[src/rtl/bus_xcvr16_pkg.sv]
package bus_xcvr16_pkg;
  localparam int unsigned LANE_W = 8;
  localparam int unsigned LANES  = 2;
  localparam int unsigned BUS_W  = LANE_W * LANES;

  typedef logic [LANE_W-1:0] lane_t;

  typedef struct packed {
    logic off_n;
    logic dir;
    logic sel_ab;
    logic sel_ba;
  } lane_ctl_t;
endpackage

[src/rtl/xcvr_edge_det.sv]
module xcvr_edge_det (
  input  logic clk_i,
  input  logic rst_ni,
  input  logic strobe_i,
  output logic rise_o
);
  logic prev_q;

  always_ff @(posedge clk_i or negedge rst_ni) begin
    if (!rst_ni) prev_q <= 1'b0;
    else         prev_q <= strobe_i;
  end

  assign rise_o = strobe_i & ~prev_q;
endmodule

[src/rtl/xcvr_store.sv]
module xcvr_store #(
  parameter int unsigned W = 8
) (
  input  logic         clk_i,
  input  logic         rst_ni,
  input  logic         load_i,
  input  logic [W-1:0] d_i,
  output logic [W-1:0] q_o
);
  always_ff @(posedge clk_i or negedge rst_ni) begin
    if (!rst_ni)     q_o <= '0;
    else if (load_i) q_o <= d_i;
  end
endmodule

[src/rtl/xcvr_lane.sv]
module xcvr_lane
  import bus_xcvr16_pkg::*;
#(
  parameter int unsigned W = LANE_W
) (
  input  logic         clk_i,
  input  logic         rst_ni,
  input  lane_ctl_t    ctl_i,
  input  logic         cap_ab_i,
  input  logic         cap_ba_i,
  input  logic [W-1:0] a_i,
  input  logic [W-1:0] b_i,
  output logic [W-1:0] a_o,
  output logic [W-1:0] a_oe_o,
  output logic [W-1:0] b_o,
  output logic [W-1:0] b_oe_o
);
  logic         ab_rise, ba_rise;
  logic [W-1:0] ab_q, ba_q;
  logic         drive_b, drive_a;

  xcvr_edge_det u_ab_edge (.clk_i, .rst_ni, .strobe_i(cap_ab_i), .rise_o(ab_rise));
  xcvr_edge_det u_ba_edge (.clk_i, .rst_ni, .strobe_i(cap_ba_i), .rise_o(ba_rise));

  xcvr_store #(.W(W)) u_ab_reg (.clk_i, .rst_ni, .load_i(ab_rise), .d_i(a_i), .q_o(ab_q));
  xcvr_store #(.W(W)) u_ba_reg (.clk_i, .rst_ni, .load_i(ba_rise), .d_i(b_i), .q_o(ba_q));

  // enables held off in reset
  assign drive_b = rst_ni & ~ctl_i.off_n &  ctl_i.dir;
  assign drive_a = rst_ni & ~ctl_i.off_n & ~ctl_i.dir;

  assign b_o    = ctl_i.sel_ab ? ab_q : a_i;
  assign a_o    = ctl_i.sel_ba ? ba_q : b_i;
  assign b_oe_o = {W{drive_b}};
  assign a_oe_o = {W{drive_a}};
endmodule

[src/rtl/bus_xcvr16.sv]
module bus_xcvr16
  import bus_xcvr16_pkg::*;
(
  input  logic             clk_i,
  input  logic             rst_ni,
  input  logic [LANES-1:0] lane_off_ni,
  input  logic [LANES-1:0] dir_i,
  input  logic [LANES-1:0] cap_ab_i,
  input  logic [LANES-1:0] cap_ba_i,
  input  logic [LANES-1:0] sel_ab_i,
  input  logic [LANES-1:0] sel_ba_i,
  input  logic [BUS_W-1:0] a_i,
  output logic [BUS_W-1:0] a_o,
  output logic [BUS_W-1:0] a_oe_o,
  input  logic [BUS_W-1:0] b_i,
  output logic [BUS_W-1:0] b_o,
  output logic [BUS_W-1:0] b_oe_o
);
  for (genvar g = 0; g < LANES; g++) begin : g_lane
    lane_ctl_t ctl;
    assign ctl = '{off_n: lane_off_ni[g], dir: dir_i[g],
                   sel_ab: sel_ab_i[g], sel_ba: sel_ba_i[g]};

    xcvr_lane #(.W(LANE_W)) u_lane (
      .clk_i    (clk_i),
      .rst_ni   (rst_ni),
      .ctl_i    (ctl),
      .cap_ab_i (cap_ab_i[g]),
      .cap_ba_i (cap_ba_i[g]),
      .a_i      (a_i[g*LANE_W +: LANE_W]),
      .b_i      (b_i[g*LANE_W +: LANE_W]),
      .a_o      (a_o[g*LANE_W +: LANE_W]),
      .a_oe_o   (a_oe_o[g*LANE_W +: LANE_W]),
      .b_o      (b_o[g*LANE_W +: LANE_W]),
      .b_oe_o   (b_oe_o[g*LANE_W +: LANE_W])
    );
  end
endmodule

[config.mk]
export PLATFORM = sky130hd
export DESIGN_NAME = bus_xcvr16
export DESIGN_NICKNAME = d
export VERILOG_FILES = /design/src/rtl/bus_xcvr16_pkg.sv /design/src/rtl/xcvr_edge_det.sv /design/src/rtl/xcvr_store.sv /design/src/rtl/xcvr_lane.sv /design/src/rtl/bus_xcvr16.sv
export SDC_FILE = /design/constraint.sdc
export NUM_CORES = 1
export LEC_CHECK = 0
export ABC_AREA = 1
export CORE_AREA = 2 2 77 72
export CTS_CLUSTER_DIAMETER = 150
export DETAILED_ROUTE_END_ITERATION = 7
export DIE_AREA = 0 0 79 74
export PLACE_DENSITY = 0.83
export SLEW_MARGIN = 20
export SYNTH_ARGS = -nofsm -noshare
export SYNTH_HDL_FRONTEND = slang
export SYNTH_HIERARCHICAL = 1
export SYNTH_SLANG_ARGS = --single-unit
[constraint.sdc]
create_clock -name clk_i -period 1.3 [get_ports clk_i]
set_input_delay 0.13 -clock clk_i [delete_from_list [all_inputs] [get_ports clk_i]]
set_output_delay 0.13 -clock clk_i [all_outputs]
set_load 0.005 [all_outputs]
==> metrics <==
Core Region=5067 µm²; Mapped Nets=340; CP Data Arrival Time=1.11 ns; Hold Fails Final Rpt=0; I/O pin count=110; post-synthesis sequential area ratio=43.74%; Final TNS setup=0 ns; cell area after synthesis=2059 µm²; Slew Viols, Final=0; via/cell ratio=4.323; Synth top area share=43.74%; Synth Area in XOR/XNOR=0%; Crit path required time=1.17 ns; grt total ovfl=0; DP Area=3087 µm²; Root Buffer=clkbuf_8; Setup-failing EPs final=0; drt total wl=4983 µm; dpl hpwl=3818 µm; num rows=25; Clock Sinks=36; outcome=completed; HP Class=input port to register; dpl ws=-0.3575 ns; post-route cell area=3134 µm²; total number of vias=2032; synth unique cells=8; crit-path max FO=7; layout cell share with drive strength beyond 1=15.88%; Synth Area in Compound Gates=0%; drt pass-1 iters=4; CTS tree=yes; largest family of logic cells by synthesized area=simple AND/OR/NAND/NOR gates; fmax=806.1 MHz; clk_lat worst skew=0.27 ns; Placed Instances=455; TritonCTS buffer count=5; worst reg-to-reg setup slack=0.40 ns; RD Place Congestion=0.8011; Max clock buf depth=2; post-route clock period utilization=95.43%; final core occ=61.85%; GRT Overall Usage=17.47%; Setup crit start kind=input port; Simple-Gate Fraction of Synth Area=37.30%; crit end category=output pin; # nets final=449; Area contributors post-synth=dfrtp_1 44%, nand2_1 35%, buf_4 12%, buf_6 4.4%, inv_1 1.5%; Post-Synthesis Cells=294; die area=5846 µm²; CTS clk-pin slew, worst paths=0.06 ns; wire per inst=10.60 µm; initial antenna violation count=0; # DRC=0; synth-to-layout area growth=52.19%; post-synthesis mux area share=0%; worst setup margin=0.05947 ns; post-route ant nets=0; clk_skew=0.001586 ns; worst-margin pin slew=0.3071 ns; die width=79 µm; Max VDD drop=0.5956 mV; syn avg cell area=7.005 µm²; vias in the first global route=1805; Power Dens Cells=918.5 nW/µm²; Initial Util=40.64%; Die H=74 µm; largest net degree at the start of global routing=25; diode count=0; H-Tree Depth=2; Non-Filler Instances=470; synthesized-area fraction occupied by adder cells=0%; Max-slew headroom=79.53%; total power=2.879 mW; Hold WS=0.3161 ns; Synth Register Bits=36; Detailed Route Iter0 Violations=68; # port buffers=109; P_leak=1.876 nW; first-pass GRT wire length=8086 µm; max-cap viol count=0; unrepaired setup endpoints after global routing=no; min cycle time layout=1.241 ns; largest area contributor in the netlist=dfrtp_1; YS warnings=6; kind of critical path=input port to output pin
cell type report:
type / instances / area (µm²)
Fill cell: 499 / 1933
Timing Repair Buffer: 142 / 1225
Sequential cell: 36 / 900.9
Multi-Input combinational cell: 202 / 768.2
Clock buffer: 7 / 96.34
Tap cell: 67 / 83.83
Inverter: 16 / 60.06
worst max-delay path, cell delays in order:
cell and delay [ns]:
clkdlybuf4s50_1 0.47, nor2_1 0.05, buf_4 0.14, buf_4 0.13, clkdlybuf4s15_1 0.19
report_power, final:
group          switching (mW)  leakage, nW  total [mW]  internal, mW
Combinational           0.334         1.38       0.743         0.409
Sequential             0.0720        0.442        1.32          1.25
Clock                   0.341       0.0503       0.812         0.471
Total                   0.748         1.88        2.88          2.13
path summary, 6_finish.rpt:
path / startpoint / to / cells after the start
setup / recovery: dir_i[1] / a_oe_o[12] / 5
hold / removal: cap_ba_i[1] / g_lane[1].u_lane/u_ba_edge/prev_q / 1
setup reg to reg: g_lane[0].u_lane/u_ba_edge/prev_q / g_lane[0].u_lane/u_ba_reg/q_o[7] / 4
hold reg to reg: g_lane[0].u_lane/u_ba_reg/q_o[3] / g_lane[0].u_lane/u_ba_reg/q_o[3] / 2
max in group asynchronous: rst_ni / g_lane[0].u_lane/u_ba_reg/q_o[2] / 3
min in group asynchronous: rst_ni / g_lane[0].u_lane/u_ba_reg/q_o[1] / 3
cell usage after synthesis:
master	count
nand2_1	194
nor2_2	4
dfrtp_1	36
inv_1	8
buf_6	8
nor2_1	4
inv_2	8
buf_4	32
state kept, by name, indices dropped and copies added (netlist names):
| name | cells |
|---|---|
| g_lane.u_lane/u_ab_edge/prev_q | 2 |
| g_lane.u_lane/u_ab_reg/q_o | 16 |
| g_lane.u_lane/u_ba_edge/prev_q | 2 |
| g_lane.u_lane/u_ba_reg/q_o | 16 |
per-layer routing:
metal / GRT usage (%) / wire (µm)
met3: 4.126 / 372
met1: 22.18 / 2166
met5: 0 / 0
met4: 5.172 / 42
met2: 30.13 / 2402
what timing repair did:
action / 4_1_cts / 5_1_grt
buffers inserted: 7 / 0
endpoints found under the hold margin: 36 / 0
setup endpoints to repair: 64 / 32
pin swaps: 0 / 1
resized for setup: 83 / 23
hold buffers: 1 / 0
cell families after synthesis:
kind of cell	Yosys count
AND/OR/NAND/NOR	202
buffers and inverters	56
flip-flops	36
cell usage in the layout (no fill, tap or decap):
master,count
dlymetal6s2s_1,3
dlygate4sd3_1,1
inv_2,8
clkbuf_2,10
buf_4,32
dlygate4sd2_1,47
nor2_2,4
clkdlybuf4s50_1,37
clkbuf_8,7
dfrtp_1,36
buf_2,3
inv_1,8
nand2_1,194
clkdlybuf4s15_1,9
nor2_1,4
No activity file was read; power rests on OpenSTA's default activity.
